## config.mk

```make
export PLATFORM = sky130hd
export DESIGN_NAME = fpm_dram_ctrl
export DESIGN_NICKNAME = d
export VERILOG_FILES = /design/src/rtl/fpm_pkg.sv /design/src/rtl/fpm_page_track.sv /design/src/rtl/fpm_byte_lanes.sv /design/src/rtl/fpm_seq.sv /design/src/rtl/fpm_dram_ctrl.sv
export SDC_FILE = /design/constraint.sdc
export NUM_CORES = 1
export LEC_CHECK = 0
export BUFFER_PORTS_ARGS = -buffer_cell sky130_fd_sc_hd__buf_2
export CAP_MARGIN = 40
export CELL_PAD_IN_SITES_DETAIL_PLACEMENT = 0
export CELL_PAD_IN_SITES_GLOBAL_PLACEMENT = 1
export CORE_ASPECT_RATIO = 0.5
export CORE_UTILIZATION = 34
export DETAILED_ROUTE_END_ITERATION = 8
export PLACE_DENSITY_LB_ADDON = 0.1
export SLEW_MARGIN = 40
export SYNTH_ARGS = -nofsm -noshare
export SYNTH_HDL_FRONTEND = slang
export SYNTH_SLANG_ARGS = --single-unit
```

## constraint.sdc

```tcl
create_clock -name clk -period 2.7 [get_ports clk]
set_input_delay 0.54 -clock clk [delete_from_list [all_inputs] [get_ports clk]]
set_output_delay 0.54 -clock clk [all_outputs]
set_load 0.1 [all_outputs]
```

## src/rtl/fpm_pkg.sv

```systemverilog
// Shared types for the fast page mode DRAM controller.
package fpm_pkg;
    // Sequencer states: idle with page open or closed, row open, column
    // setup, column strobe low, column precharge, bus lent to refresh.
    typedef enum logic [2:0] {
        S_IDLE, S_ROW, S_CSET, S_CAS, S_CPRE, S_REF
    } seq_state_t;
endpackage

```

## src/rtl/fpm_page_track.sv

```systemverilog
// Row strobe owner. Holds the open row and counts cycles spent with the
// row strobe low or high. From these counts it reports precharge met,
// minimum low time met, access-from-row met and page budget left.
// Assumes open_i and close_i are never high together and T_RASP_MAX
// exceeds T_RAC + PAGE_CYC.
module fpm_page_track #(
    parameter int ROW_W      = 12,
    parameter int T_RP       = 8,
    parameter int T_RAS_MIN  = 13,
    parameter int T_RAC      = 13,
    parameter int T_RASP_MAX = 50000,
    parameter int PAGE_CYC   = 10
) (
    input  logic             clk,
    input  logic             rst_n,
    input  logic             open_i,
    input  logic             close_i,
    input  logic             ref_done_i,
    input  logic [ROW_W-1:0] row_i,
    output logic             ras_n_o,
    output logic             row_hit_o,
    output logic             trp_met_o,
    output logic             tras_met_o,
    output logic             rac_met_o,
    output logic             budget_ok_o
);
    localparam int CW = $clog2(T_RASP_MAX + 1);
    localparam logic [CW-1:0] CNT_MAX  = CW'(T_RASP_MAX);
    localparam logic [CW-1:0] TRP_LIM  = CW'(T_RP - 1);
    localparam logic [CW-1:0] TRAS_LIM = CW'(T_RAS_MIN - 1);
    localparam logic [CW-1:0] TRAC_LIM = CW'(T_RAC - 1);
    localparam logic [CW-1:0] BUD_LIM  = CW'(T_RASP_MAX - PAGE_CYC - 1);

    logic             ras_n_q;
    logic [CW-1:0]    low_cnt;
    logic [CW-1:0]    high_cnt;
    logic [ROW_W-1:0] open_row;

    // Row strobe level, open row and the saturating phase counters.
    always_ff @(posedge clk) begin
        if (!rst_n) begin
            ras_n_q  <= 1'b1;
            low_cnt  <= '0;
            high_cnt <= '0;
            open_row <= '0;
        end else if (open_i) begin
            ras_n_q  <= 1'b0;
            low_cnt  <= '0;
            open_row <= row_i;
        end else if (close_i) begin
            ras_n_q  <= 1'b1;
            high_cnt <= '0;
        end else if (ref_done_i) begin
            high_cnt <= '0;
        end else if (ras_n_q) begin
            if (high_cnt != CNT_MAX) high_cnt <= high_cnt + 1'b1;
        end else begin
            if (low_cnt != CNT_MAX) low_cnt <= low_cnt + 1'b1;
        end
    end

    // Timing flags seen by the sequencer.
    always_comb begin
        ras_n_o     = ras_n_q;
        row_hit_o   = !ras_n_q && (open_row == row_i);
        trp_met_o   = ras_n_q && (high_cnt >= TRP_LIM);
        tras_met_o  = !ras_n_q && (low_cnt >= TRAS_LIM);
        rac_met_o   = !ras_n_q && (low_cnt >= TRAC_LIM);
        budget_ok_o = !ras_n_q && (low_cnt <= BUD_LIM);
    end

    // row strobe falls only after the precharge count is met
    assert_precharge_R2: assert property (@(posedge clk) disable iff (!rst_n)
        $fell(ras_n_q) |-> ($past(high_cnt) >= TRP_LIM));
    // row strobe rises only after the minimum low time
    assert_ras_min_R11: assert property (@(posedge clk) disable iff (!rst_n)
        $rose(ras_n_q) |-> ($past(low_cnt) >= TRAS_LIM));
    // low phase stays inside the budget
    assert_ras_budget_R9: assert property (@(posedge clk) disable iff (!rst_n)
        !ras_n_q |-> (low_cnt < CNT_MAX));
endmodule

```

## src/rtl/fpm_byte_lanes.sv

```systemverilog
// Per-byte column strobes and read-lane masking. A lane strobes only
// when its mask bit is set, and a lane that did not strobe returns zero.
module fpm_byte_lanes #(
    parameter int NB = 8
) (
    input  logic            cas_act_i,
    input  logic [NB-1:0]   be_i,
    input  logic [NB*8-1:0] dq_in_i,
    output logic [NB-1:0]   cas_n_o,
    output logic [NB*8-1:0] rd_o
);
    for (genvar i = 0; i < NB; i++) begin : g_lane
        // One lane: strobe and masked read byte.
        always_comb begin
            cas_n_o[i]      = !(cas_act_i && be_i[i]);
            rd_o[8*i +: 8]  = be_i[i] ? dq_in_i[8*i +: 8] : 8'h00;
        end
    end
endmodule

```

## src/rtl/fpm_seq.sv

```systemverilog
// Access sequencer. It accepts requests, decides between hit, miss,
// close and refresh handover, and walks each column cycle through
// setup, strobe and precharge. Writes are early writes: the write
// enable and the data are set up one cycle before the strobes fall.
// Assumes the request fields stay stable while req_valid waits.
module fpm_seq
    import fpm_pkg::*;
#(
    parameter int ROW_W = 12,
    parameter int COL_W = 10,
    parameter int AW    = 12,
    parameter int DW    = 64,
    parameter int NB    = 8,
    parameter int T_RCD = 5,
    parameter int T_CAS = 5,
    parameter int T_CP  = 3
) (
    input  logic                   clk,
    input  logic                   rst_n,
    input  logic                   req_valid,
    input  logic                   req_write,
    input  logic [ROW_W+COL_W-1:0] req_addr,
    input  logic [DW-1:0]          req_wdata,
    input  logic [NB-1:0]          req_be,
    output logic                   req_ready,
    input  logic                   ref_req,
    output logic                   ref_gnt,
    input  logic                   page_open,
    input  logic                   row_hit,
    input  logic                   trp_met,
    input  logic                   tras_met,
    input  logic                   rac_met,
    input  logic                   budget_ok,
    output logic                   open_o,
    output logic                   close_o,
    output logic                   ref_done_o,
    output logic [AW-1:0]          addr_o,
    output logic                   cas_act_o,
    output logic [NB-1:0]          be_o,
    output logic                   we_n_o,
    output logic                   oe_n_o,
    output logic                   dq_oe_o,
    output logic [DW-1:0]          wdata_o,
    input  logic [DW-1:0]          rd_lane_i,
    output logic                   rsp_valid_o,
    output logic [DW-1:0]          rsp_rdata_o
);
    localparam int SEQ_CW = $clog2(T_RCD + T_CAS + T_CP + 2);
    localparam logic [SEQ_CW-1:0] CNT_SAT = '1;
    localparam logic [SEQ_CW-1:0] RCD_END = SEQ_CW'(T_RCD - 1);
    localparam logic [SEQ_CW-1:0] CAS_END = SEQ_CW'(T_CAS - 1);
    localparam logic [SEQ_CW-1:0] CP_END  = SEQ_CW'(T_CP - 1);

    seq_state_t        state, state_nx;
    logic [SEQ_CW-1:0] cnt;
    logic              write_q;
    logic [ROW_W-1:0]  row_q;
    logic [COL_W-1:0]  col_q;
    logic [DW-1:0]     wdata_q;
    logic [NB-1:0]     be_q;
    logic              accept_hit, accept_new, go_ref, capture;
    logic              rsp_valid_q;
    logic [DW-1:0]     rsp_rdata_q;

    // Idle decisions: hit, new row, close, refresh handover.
    always_comb begin
        accept_hit = (state == S_IDLE) && req_valid && !ref_req &&
                     page_open && row_hit && budget_ok;
        accept_new = (state == S_IDLE) && req_valid && !ref_req &&
                     !page_open && trp_met;
        go_ref     = (state == S_IDLE) && ref_req && !page_open && trp_met;
        close_o    = (state == S_IDLE) && page_open && tras_met &&
                     (ref_req || !budget_ok || (req_valid && !row_hit));
        open_o     = accept_new;
        req_ready  = accept_hit || accept_new;
        ref_done_o = (state == S_REF) && !ref_req;
        capture    = (state == S_CAS) && (cnt >= CAS_END) && rac_met;
    end

    // Next-state selection.
    always_comb begin
        state_nx = state;
        case (state)
            S_IDLE: if (accept_new) state_nx = S_ROW;
                    else if (accept_hit) state_nx = S_CSET;
                    else if (go_ref) state_nx = S_REF;
            S_ROW:  if (cnt == RCD_END) state_nx = S_CSET;
            S_CSET: state_nx = S_CAS;
            S_CAS:  if (capture) state_nx = S_CPRE;
            S_CPRE: if (cnt == CP_END) state_nx = S_IDLE;
            S_REF:  if (!ref_req) state_nx = S_IDLE;
            default: state_nx = S_IDLE;
        endcase
    end

    // State register and per-state cycle counter.
    always_ff @(posedge clk) begin
        if (!rst_n) begin
            state <= S_IDLE;
            cnt   <= '0;
        end else begin
            state <= state_nx;
            if (state_nx != state) cnt <= '0;
            else if (cnt != CNT_SAT) cnt <= cnt + 1'b1;
        end
    end

    // Request latch on acceptance.
    always_ff @(posedge clk) begin
        if (!rst_n) begin
            write_q <= 1'b0;
            row_q   <= '0;
            col_q   <= '0;
            wdata_q <= '0;
            be_q    <= '0;
        end else if (req_ready && req_valid) begin
            write_q <= req_write;
            row_q   <= req_addr[ROW_W+COL_W-1:COL_W];
            col_q   <= req_addr[COL_W-1:0];
            wdata_q <= req_wdata;
            be_q    <= req_be;
        end
    end

    // Read data capture and one-cycle response pulse.
    always_ff @(posedge clk) begin
        if (!rst_n) begin
            rsp_valid_q <= 1'b0;
            rsp_rdata_q <= '0;
        end else begin
            rsp_valid_q <= capture && !write_q;
            if (capture && !write_q) rsp_rdata_q <= rd_lane_i;
        end
    end

    // DRAM-side control decoded from state and latched request.
    always_comb begin
        addr_o    = (state == S_CSET || state == S_CAS || state == S_CPRE) ?
                    AW'(col_q) : AW'(row_q);
        cas_act_o = (state == S_CAS);
        be_o      = be_q;
        dq_oe_o   = write_q && (state == S_CSET || state == S_CAS);
        we_n_o    = !dq_oe_o;
        oe_n_o    = !((state == S_CAS) && !write_q);
        wdata_o   = wdata_q;
        ref_gnt   = (state == S_REF);
        rsp_valid_o = rsp_valid_q;
        rsp_rdata_o = rsp_rdata_q;
    end

    // response is a single-cycle pulse
    assert_rsp_pulse_R6: assert property (@(posedge clk) disable iff (!rst_n)
        rsp_valid_q |=> !rsp_valid_q);
    // no request is taken while the bus is lent out
    assert_no_accept_in_ref_R10: assert property (@(posedge clk) disable iff (!rst_n)
        (state == S_REF) |-> !req_ready);
endmodule

```

## src/rtl/fpm_dram_ctrl.sv

```systemverilog
// Top of the fast page mode DRAM controller. It ties the sequencer, the
// row strobe tracker and the per-byte lane logic to the request port
// and the DRAM pins. Timing parameters are clock cycles, rounded up
// from the nanosecond limits. Data in and out are split. The
// surrounding pad logic joins them using dram_dq_oe.
module fpm_dram_ctrl #(
    parameter int ROW_W      = 12,
    parameter int COL_W      = 10,
    parameter int DW         = 64,
    parameter int T_RP       = 8,
    parameter int T_RAS_MIN  = 13,
    parameter int T_RCD      = 5,
    parameter int T_CAS      = 5,
    parameter int T_CP       = 3,
    parameter int T_RAC      = 13,
    parameter int T_RASP_MAX = 50000,
    parameter int NB         = DW / 8,
    parameter int AW         = (ROW_W > COL_W) ? ROW_W : COL_W
) (
    input  logic                   clk,
    input  logic                   rst_n,
    input  logic                   req_valid,
    input  logic                   req_write,
    input  logic [ROW_W+COL_W-1:0] req_addr,
    input  logic [DW-1:0]          req_wdata,
    input  logic [NB-1:0]          req_be,
    output logic                   req_ready,
    output logic                   rsp_valid,
    output logic [DW-1:0]          rsp_rdata,
    input  logic                   ref_req,
    output logic                   ref_gnt,
    output logic [AW-1:0]          dram_addr,
    output logic                   dram_ras_n,
    output logic [NB-1:0]          dram_cas_n,
    output logic                   dram_we_n,
    output logic                   dram_oe_n,
    output logic [DW-1:0]          dram_dq_out,
    output logic                   dram_dq_oe,
    input  logic [DW-1:0]          dram_dq_in
);
    localparam int PAGE_CYC = 2 + T_CAS + T_CP;

    logic open_s, close_s, ref_done_s;
    logic row_hit_s, trp_met_s, tras_met_s, rac_met_s, budget_ok_s;
    logic cas_act_s;
    logic [NB-1:0] be_s;
    logic [DW-1:0] rd_lane_s;

    fpm_page_track #(
        .ROW_W(ROW_W), .T_RP(T_RP), .T_RAS_MIN(T_RAS_MIN), .T_RAC(T_RAC),
        .T_RASP_MAX(T_RASP_MAX), .PAGE_CYC(PAGE_CYC)
    ) u_track (
        .clk(clk), .rst_n(rst_n), .open_i(open_s), .close_i(close_s),
        .ref_done_i(ref_done_s), .row_i(req_addr[ROW_W+COL_W-1:COL_W]),
        .ras_n_o(dram_ras_n), .row_hit_o(row_hit_s), .trp_met_o(trp_met_s),
        .tras_met_o(tras_met_s), .rac_met_o(rac_met_s), .budget_ok_o(budget_ok_s)
    );

    fpm_seq #(
        .ROW_W(ROW_W), .COL_W(COL_W), .AW(AW), .DW(DW), .NB(NB),
        .T_RCD(T_RCD), .T_CAS(T_CAS), .T_CP(T_CP)
    ) u_seq (
        .clk(clk), .rst_n(rst_n), .req_valid(req_valid), .req_write(req_write),
        .req_addr(req_addr), .req_wdata(req_wdata), .req_be(req_be),
        .req_ready(req_ready), .ref_req(ref_req), .ref_gnt(ref_gnt),
        .page_open(!dram_ras_n), .row_hit(row_hit_s), .trp_met(trp_met_s),
        .tras_met(tras_met_s), .rac_met(rac_met_s), .budget_ok(budget_ok_s),
        .open_o(open_s), .close_o(close_s), .ref_done_o(ref_done_s),
        .addr_o(dram_addr), .cas_act_o(cas_act_s), .be_o(be_s),
        .we_n_o(dram_we_n), .oe_n_o(dram_oe_n), .dq_oe_o(dram_dq_oe),
        .wdata_o(dram_dq_out), .rd_lane_i(rd_lane_s),
        .rsp_valid_o(rsp_valid), .rsp_rdata_o(rsp_rdata)
    );

    fpm_byte_lanes #(.NB(NB)) u_lanes (
        .cas_act_i(cas_act_s), .be_i(be_s), .dq_in_i(dram_dq_in),
        .cas_n_o(dram_cas_n), .rd_o(rd_lane_s)
    );

    // column strobes only inside a row-strobe low phase
    assert_cas_inside_ras_R3: assert property (@(posedge clk) disable iff (!rst_n)
        !(&dram_cas_n) |-> !dram_ras_n);
    // write enable already low in the cycle before strobes fall
    assert_early_write_R4: assert property (@(posedge clk) disable iff (!rst_n)
        ($past(&dram_cas_n) && !(&dram_cas_n) && !dram_we_n) |-> !$past(dram_we_n));
    // array outputs never enabled during a write
    assert_oe_off_in_write_R4: assert property (@(posedge clk) disable iff (!rst_n)
        !dram_we_n |-> dram_oe_n);
    // all strobes idle while refresh owns the bus
    assert_ref_quiet_R10: assert property (@(posedge clk) disable iff (!rst_n)
        ref_gnt |-> (dram_ras_n && (&dram_cas_n) && dram_we_n));
endmodule

```

# --- Word level (Yosys, flattened, before mapping) ---
# Index checks and enable logic that the tools add are counted.
totals:
  output_inout_bits: 155
  ram_bits: 0
  elab_cells: 121
  reg_bits: 212
  memories: 0
  in_bits: 163
  latch_bits: 0
  rom_bits: 0
op_classes:
  order_cmp: 4
  div_mod_pow: 0
  n_mul: 0
  add_sub_neg: 3
  bitwise_logic: 5
  reduce_logical: 61
  n_mux: 23
  eq_ne: 12
  shift: 0
op_table:
  columns: ["operator", "count"]
  rows:
  - ["$mux 16", 4]
  - ["$mux 8", 8]
  - ["$logic_and 1x1->1", 33]
  - ["$add 16x1->16 const B", 2]
  - ["$ne 16x16->1 const B", 2]
  - ["$mux 3", 7]
  - ["$pmux 3 s6", 1]
  - ["$ge 16x3->1 const B", 1]
  - ["$ge 16x4->1 const B", 1]
  - ["$le 16x16->1 const B", 1]
  - ["$logic_not 1->1", 15]
  - ["$eq 12x12->1", 1]
  - ["$mux 12", 1]
  - ["$eq 3x2->1 const B", 2]
  - ["$eq 3x3->1 const B", 2]
  - ["$reduce_bool 3->1", 2]
  - ["$logic_or 1x1->1", 5]
  - ["$not 1->1", 5]
  - ["$add 4x1->4 const B", 1]
  - ["$eq 4x2->1 const B", 1]
  - ["$eq 4x3->1 const B", 1]
  - ["$ge 4x3->1 const B", 1]
  - ["$ne 4x4->1 const B", 1]
  - ["$reduce_and 4->1", 1]
  - ["other kinds (7)", 9]

# --- Longest topological paths before layout ---
# Gate-level depths: netlist of run 1.
depth:
  word_depth: 11
  depth_mapped: 11
  mapped_depth_nobuf: 8

# --- By module ---
# From an unflattened synthesis of run 1, not the netlist that was laid out.
unflattened:
  cells_unflattened: 1167
  area_unflattened_um2: 9560.4
modules_own_cells:
  columns: ["mod", "area_each_um2", "cells_per_inst", "instances"]
  rows:
  - ["fpm_seq", 6585.1, 786, 1]
  - ["fpm_page_track", 2536.2, 307, 1]
  - ["fpm_byte_lanes", 435.4, 73, 1]
  - ["fpm_dram_ctrl", 3.8, 1, 1]

# --- Worst setup path before layout of run 1 ---
# Ideal clock, no wire load.
synth_path:
  path_type: "register to output"
  from: "reg u_track.ras_n_q, in the netlist u_track.ras_n_o"
  to: "out req_ready"
  setup_slack_ns: -0.651
  stages_incl_launch_ff: 9
  path_buffers: 4
  t_arrival_ns: 2.811
  required_time_ns: 2.160
  path_cell_list: "dfxtp_1 > clkbuf_1 > o41a_4 > nand2_2 > a21boi_1 > buf_2 > buf_6 > buf_8 > inv_1"
synth_between:
  elab_chain_cells: 5
  elab_cells_between_ends: 10
synth_rtl:
  columns: ["element", "line_no", "rtl"]
  rows:
  - ["from (decl)", "fpm_page_track.sv:34", "logic ras_n_q;"]
  - ["from (signal assigned)", "fpm_page_track.sv:42", "ras_n_q <= 1'b1;"]
  - ["from (signal assigned)", "fpm_page_track.sv:47", "ras_n_q <= 1'b0;"]
  - ["from (signal assigned)", "fpm_page_track.sv:51", "ras_n_q <= 1'b1;"]
  - ["$logic_not 1->1", "fpm_page_track.sv:65, fpm_page_track.sv:69, fpm_dram_ctrl.sv:66", null]
  - ["$logic_and 1x1->1, on equally long branches", "fpm_seq.sv:67, fpm_page_track.sv:65", null]
  - ["$logic_and 1x1->1 (2 in series)", "fpm_seq.sv:68", "page_open && row_hit && budget_ok;"]
  - ["$logic_or 1x1->1 (*)", "fpm_seq.sv:75", "req_ready = accept_hit || accept_new;"]
  - ["to (decl)", "fpm_dram_ctrl.sv:27", "output logic req_ready,"]
# Mark *: on every way between the ends. The rest lies on a longest branch, timed or not.

# --- Worst setup path after layout of run 1 ---
layout_path:
  from: "reg u_track.high_cnt[0]"
  to: "out req_ready"
layout_between:
  elab_chain_cells: 4
layout_rtl:
  columns: ["element", "line_no", "rtl"]
  rows:
  - ["from (decl)", "fpm_page_track.sv:36", "logic [CW-1:0] high_cnt;"]
  - ["from (signal assigned)", "fpm_page_track.sv:56", "if (high_cnt != CNT_MAX) high_cnt <= high_cnt + 1'b1;"]
  - ["$ge 16x3->1", "fpm_page_track.sv:66", "trp_met_o = ras_n_q && (high_cnt >= TRP_LIM);"]
  - ["$logic_and 1x1->1", "fpm_page_track.sv:66", null]
  - ["$logic_and 1x1->1", "fpm_seq.sv:70", "!page_open && trp_met;"]
  - ["$logic_or 1x1->1", "fpm_seq.sv:75", null]
# Every way passes these cells.

==> impl_metrics.csv, run 1 <==
group,metric,value,unit
power,finalPower,6.51,mW
global_routing,grt_pass1_wl,38.3,mm
logic_synthesis,yosysSeqAreaShare,48.4,%
layout,drive_gt1_share,37.8,%
floorplan,die_y,116,µm
sta,finalSetupTns,-334,ps
floorplan,chipWidth,229,µm
logic_synthesis,synthSimpleGateAreaFrac,18.6,%
clocking,cts_sinks,212,
layout,n_fill_cell,2385,
layout,areaGrowthSynthToFinish,36.8,%
critical_path,worst-path-buf-inv,2,
sta,layout_setup_ws,-334,ps
logic_synthesis,yosysTopAreaCell,"dfxtp_1",
place,placed_area,11100,µm²
detailed_routing,drc,0,
sta,fin_skew,12.4,ps
detailed_routing,postRouteAntennaNets,0,
logic_synthesis,ys.warnings.count,0,
sta,hold_violations,0,
status,outcome,"finished, violations left",
place,dpl.hpwl,18.3,mm
logic_synthesis,synth_ff_type,"dfxtp_1",
critical_path,critPathMaxStageDelay,530,ps
logic_synthesis,synthMuxAreaShare,12.7,%
clocking,cts_tree,"done",
logic_synthesis,synth_top_family_by_area,"simple AND/OR/NAND/NOR gates",
critical_path,cp-end-kind,"output port",
clocking,cts_max_level,1,
logic_synthesis,yosys.area_share.adder,1.28,%
place,routabilityCongestion,0.857,
sta,finalSetupViolations,1,
status,violations,"setup timing",
logic_synthesis,syn_nets,1022,
layout,final_area,12000,µm²
sta,fin_crit_sh,112,%
logic_synthesis,netlist_instances,850,
global_routing,track_usage,18.2,%
floorplan,initial_core_util,34.7,%
critical_path,cp-start-kind,"register",
global_routing,grt_overflow,0,
worst_hold_path,hold_path_class,"in2reg",
sta,rsz0062_at_grt,"yes",
clocking,clk_root_buffer_cell,"clkbuf_16",
sta,worst_pin_slew,534,ps
global_routing,grt_pass1_vias,6814,
sta,min_period,3030,ps
logic_synthesis,synth_cell_types,54,
run,drv_cap,0,
logic_synthesis,yosys.area.top_type_share,48.4,%
logic_synthesis,synth.area.top_cells,"dfxtp_1 (48%), mux2i_1 (11%), nor2b_1 (6.9%)",
clocking,insertion_delay,510,ps
clocking,path_clk_slew,70,ps
detailed_routing,viasPerCell,4.78,
clocking,cts_made_buffers,21,
detailed_routing,vias,7371,
sta,drv_slew,0,
critical_path,crit_family,"compound AO/OA/AOI/OAI gates",
floorplan,die_area,26500,µm²
clocking,cts.path.max_buffers,3,
detailed_routing,drtPass1Iterations,4,
global_routing,antenna_found_initial,3,
power,ir_drop,336,µV
critical_path,cp_max_fo,4,
global_routing,grt_max_degree,65,
sta,max_freq,330,MHz
floorplan,rows,41,
detailed_routing,finalWirelength,25.2,mm
logic_synthesis,synth-xor-area-share,2.79,%
logic_synthesis,synthArstFlopShare,0,%
logic_synthesis,syn_area,8770,µm²
sta,slew_headroom,64.6,%
critical_path,crit_required,2160,ps
place,portBuffers,317,
critical_path,crit_chain,"ha_2 > a211o_1 > o41a_4 > nand2_4 > a21boi_4 > clkinvlp_4 > buf_12",
critical_path,path_class,"reg2out",
sta,holdWs,247,ps
logic_synthesis,synth_compound_area_share,12.2,%
logic_synthesis,synth-seq-cells,212,
detailed_routing,wl_per_cell,16.3,µm
floorplan,io_pins,318,
power,powerDensity,543,nW/µm²
logic_synthesis,avgSynthCellArea,10.3,µm²
detailed_routing,drt-initial-drc-count,293,
logic_synthesis,synth_edf_count,0,
critical_path,cpMaxStageDelayCell,"o41a_4",
layout,layout.nets,1355,
critical_path,critPathArrivalTime,2490,ps
layout,final_core_util,47.4,%
power,p_leak,5.85,nW
floorplan,core,25300,µm²
==> cells in the mapped netlist, types with 3 or more instances <==
library cell	count
buf_4	5
and2_0	8
nand3_1	28
buf_2	8
and4_1	4
o21ai_0	9
nand2b_1	3
nand2_1	37
a22o_1	65
dfxtp_1	212
a21oi_1	21
buf_6	3
and3_1	5
or2_2	3
a21boi_0	17
or3_1	7
nor2b_1	97
o31ai_1	7
nand4_1	13
or4_1	9
mux2i_1	99
inv_1	12
nand3b_1	3
ha_1	9
nor2_1	30
nor3b_1	5
buf_8	4
nor3_1	10
xor2_1	24
xnor2_1	4
and2_1	6
nor4_1	6
clkbuf_1	39
mux2_2	10
==> layout by cell type (no fill, tap or decap), types with 8 or more instances in the layout <==
cell / instances
a21oi_1: 18
a22o_1: 65
nor2_1: 30
clkbuf_16: 22
nor3_1: 10
nand4_1: 13
buf_2: 304
a21boi_0: 16
buf_12: 17
nand3_1: 28
inv_1: 9
dfxtp_2: 8
ha_1: 8
buf_4: 40
nand2_1: 36
nor2b_1: 96
o21ai_0: 9
and2_1: 8
dfxtp_1: 204
mux2i_1: 99
xor2_1: 24
==> metrics by stage <==
step	std cells	setup WS, ps
final	1542	-334
after global routing	1541	-427
after CTS	1536	-397
after detailed placement	1498	43.9
after global placement	1498	45.8
after floorplan	850	-285
==> registers in the layout, summed over array words and instances (netlist names) <==
register / cells
u_seq.rsp_rdata_o: 64
u_seq.wdata_o: 64
u_track.high_cnt: 16
u_track.low_cnt: 16
u_seq.row_q: 12
u_track.open_row: 12
u_seq.col_q: 10
u_seq.be_o: 8
u_seq.cnt: 4
u_seq.state: 3
u_seq.rsp_valid_o: 1
u_seq.write_q: 1
u_track.ras_n_o: 1
==> where the power goes <==
| group | leakage (nW) | internal (mW) | switching (mW) |
|---|---|---|---|
| Clock | 0.338 | 1.76 | 1.26 |
| Sequential | 1.71 | 3.14 | 0.0150 |
| Combinational | 3.80 | 0.162 | 0.167 |
==> kinds of logic after synthesis <==
logic type               after synthesis
AO/OA/AOI/OAI                        137
multiplexers                         110
adder cells (fa/ha/maj)                9
buffers and inverters                 71
AND/OR/NAND/NOR                      283
flip-flops                           212
XOR/XNOR                              28
==> worst reg2reg max path: stages, from the launching register on <==
cell     delay [ps]
dfxtp_1         310
or4_4           570
a31o_4          280
or3_1           340
a22o_1          250
buf_6           160
or4_1           500
a21oi_1         140
==> metal layers <==
| metal | share of wire [%] | track usage [%] |
|---|---|---|
| met4 | 1.6 | 4.13 |
| met2 | 46 | 29.2 |
| met1 | 46 | 24.5 |
| met5 | 0.12 | 0 |
| met3 | 5.7 | 4.80 |
==> worst paths after layout <==
check / startpoint / cells past startpoint / to / slack, ps
setup / recovery: u_track.high_cnt[0]$_SDFFE_PN0P_ / 7 / req_ready / -330
hold / removal: dram_dq_in[52] / 2 / u_seq.rsp_rdata_o[52]$_SDFFE_PN0P_ / 250
setup reg to reg: u_track.low_cnt[10]$_SDFFE_PP0P_ / 7 / u_track.low_cnt[14]$_SDFFE_PP0P_ / 90
hold reg to reg: u_seq.rsp_rdata_o[11]$_SDFFE_PN0P_ / 1 / u_seq.rsp_rdata_o[11]$_SDFFE_PN0P_ / 470
==> area by class of cell <==
type	instances	area, µm²	area share (%)
Multi-Input combinational cell	567	4270	35.6
Sequential cell	212	4250	35.4
Timing Repair Buffer	369	2290	19.0
Clock buffer	28	602	5.02
Tap cell	344	430	3.59
Clock inverter	9	105	0.876
Inverter	12	52.6	0.438
Antenna cell	1	2.50	0.0209
==> repair_timing <==
action | in CTS | in global routing
hold buffers | 0 | 0
buffers inserted | 0 | 4
pin swaps | 4 | 4
endpoints found under the setup margin | 19 | 24
gates cloned | 1 | 1
gates resized for setup | 15 | 14
Power figures use the tool's default switching activity.
==> run 2: changes to the inputs <==
==> constraint.sdc (replaced) <==
create_clock -name clk -period 2.7 [get_ports clk]
set_input_delay 0.54 -clock clk [delete_from_list [all_inputs] [get_ports clk]]
set_output_delay 0.54 -clock clk [all_outputs]
set_load 0.02 [all_outputs]
==> run 2 against run 1 <==
  * The flow still finishes with violations (setup timing)
  * Global-route usage down 0.43 points
  * Critical path type unchanged
  * Clock power about the same
  * Largest cell class unchanged
  * Utilization down 0.28 points
  * Routed wire length down 1.9%
  * Die area unchanged
  * Highest routed layer unchanged
==> impl_metrics.csv, run 2 (synthesis gave the netlist of run 1 again) <==
group,metric,value,unit
status,outcome,"finished, violations left",
status,violations,"setup timing",
detailed_routing,wl_per_cell,15.8,µm
clocking,cts_max_level,1,
floorplan,initial_core_util,34.7,%
critical_path,cp-start-kind,"register",
layout,layout_common_cells,"buf_2 (316), dfxtp_1 (203), nor2b_1 (96), mux2i_1 (96), a22o_1 (65)",
clocking,hold_buffers,0,
sta,holdWs,238,ps
global_routing,grt_pass1_vias,6772,
place,dp_slack,11.3,ps
power,ir_drop,340,µV
sta,fin_crit_sh,107,%
power,p_leak,5.90,nW
clocking,cts_tree,"done",
global_routing,grt_overflow,0,
sta,hold_violations,0,
detailed_routing,vias,7373,
critical_path,path_class,"reg2out",
critical_path,crit_required,2160,ps
detailed_routing,drtPass1Iterations,4,
floorplan,die_area,26500,µm²
sta,fin_skew,17.3,ps
layout,layout_commonest_cell,"buf_2",
detailed_routing,postRouteAntennaNets,0,
floorplan,io_pins,318,
floorplan,die_y,116,µm
critical_path,cp-end-kind,"output port",
sta,max_freq,345,MHz
clocking,cts.path.max_buffers,3,
sta,min_period,2890,ps
detailed_routing,finalWirelength,24.7,mm
floorplan,chipWidth,229,µm
global_routing,grt_pass1_wl,37.7,mm
layout,areaGrowthSynthToFinish,35.9,%
sta,rsz0062_at_grt,"yes",
clocking,insertion_delay,510,ps
run,drv_cap,0,
detailed_routing,drt-initial-drc-count,380,
floorplan,core,25300,µm²
detailed_routing,drc,0,
sta,drv_slew,0,
global_routing,antenna_found_initial,3,
worst_hold_path,hold_path_class,"in2reg",
layout,drive_gt1_share,38.5,%
place,portBuffers,317,
global_routing,grt_max_degree,117,
power,finalPower,6.50,mW
detailed_routing,viasPerCell,4.73,
clocking,cts_made_buffers,21,
critical_path,critPathArrivalTime,2350,ps
place,dpl.hpwl,18.0,mm
sta,layout_setup_ws,-194,ps
place,routabilityCongestion,0.829,
sta,worst_pin_slew,552,ps
sta,slew_headroom,63.2,%
floorplan,rows,41,
clocking,cts_sinks,212,
layout,num_antenna_cells,0,
sta,finalSetupViolations,1,
global_routing,track_usage,17.7,%
clocking,clk_root_buffer_cell,"clkbuf_16",
layout,layout.nets,1372,
sta,finalSetupTns,-194,ps
clocking,path_clk_slew,60,ps
critical_path,cp_max_fo,2,
power,powerDensity,545,nW/µm²
[run 2: changes by cell type in the layout (fill, tap and decap cells not counted), sizes merged]
| cell | before | now |
|---|---|---|
| buf | 368 | 385 |
| clkbuf | 29 | 30 |
| clkinv | 3 | 6 |
| clkinvlp | 6 | 0 |
| diode | 1 | 0 |
| inv | 10 | 13 |
[run 2: cell type report]
type | count | area, µm²
fillers | 2460 | 13400
clock buffers | 29 | 616
repair buffers | 386 | 2210
clock inverters | 9 | 98.8
multi-input cells | 567 | 4270
inverters | 12 | 47.5
flip-flops and latches | 212 | 4260
well taps | 344 | 430
[run 2: routing by layer]
layer,routed length [µm],global-route usage [%],up-vias
met4,305,3.02,6
li1,-,-,3703
met3,1360,4.68,29
met5,40,0,-
met1,11600,23.9,3464
met2,11400,28.9,171
[run 2: metrics by stage]
step	std cells	instance area [µm²]	utilization, %
detailed placement	1507	11000	43.5
global placement	1507	11000	43.5
floorplan	850	8790	-
global route	1559	11900	47.2
CTS	1550	11800	46.6
finish	1559	11900	47.2
[run 2: repair_timing]
item,in CTS,in global routing
resized for setup,8,21
gates cloned,0,1
pin swaps,4,6
buffers inserted,5,8
setup endpoints to repair,1,95
[run 2: final timing paths]
kind	from	endpoint	slack (ps)	depth (start not counted)
worst max-delay path	u_track.high_cnt[14]$_SDFFE_PN0P_	req_ready	-190	7
worst min-delay path	dram_dq_in[47]	u_seq.rsp_rdata_o[47]$_SDFFE_PN0P_	240	2
worst max register to register	u_track.high_cnt[14]$_SDFFE_PN0P_	u_seq.wdata_o[14]$_SDFFE_PN0P_	90	10
worst min register to register	u_seq.rsp_rdata_o[0]$_SDFFE_PN0P_	u_seq.rsp_rdata_o[0]$_SDFFE_PN0P_	470	1
[run 2: report_power, final]
group | leakage (nW) | internal (mW) | switching [mW]
registers | 1.71 | 3.14 | 0.0165
clock network | 0.361 | 1.79 | 1.24
logic | 3.83 | 0.168 | 0.145
total | 5.90 | 5.10 | 1.40
[run 2: worst max-delay path, stage by stage, from the launching register on]
cell,delay [ps]
dfxtp_2,320
or4_4,540
o41a_4,460
nand2_4,70
a21boi_4,190
buf_12,120
inv_4,30
buf_6,120
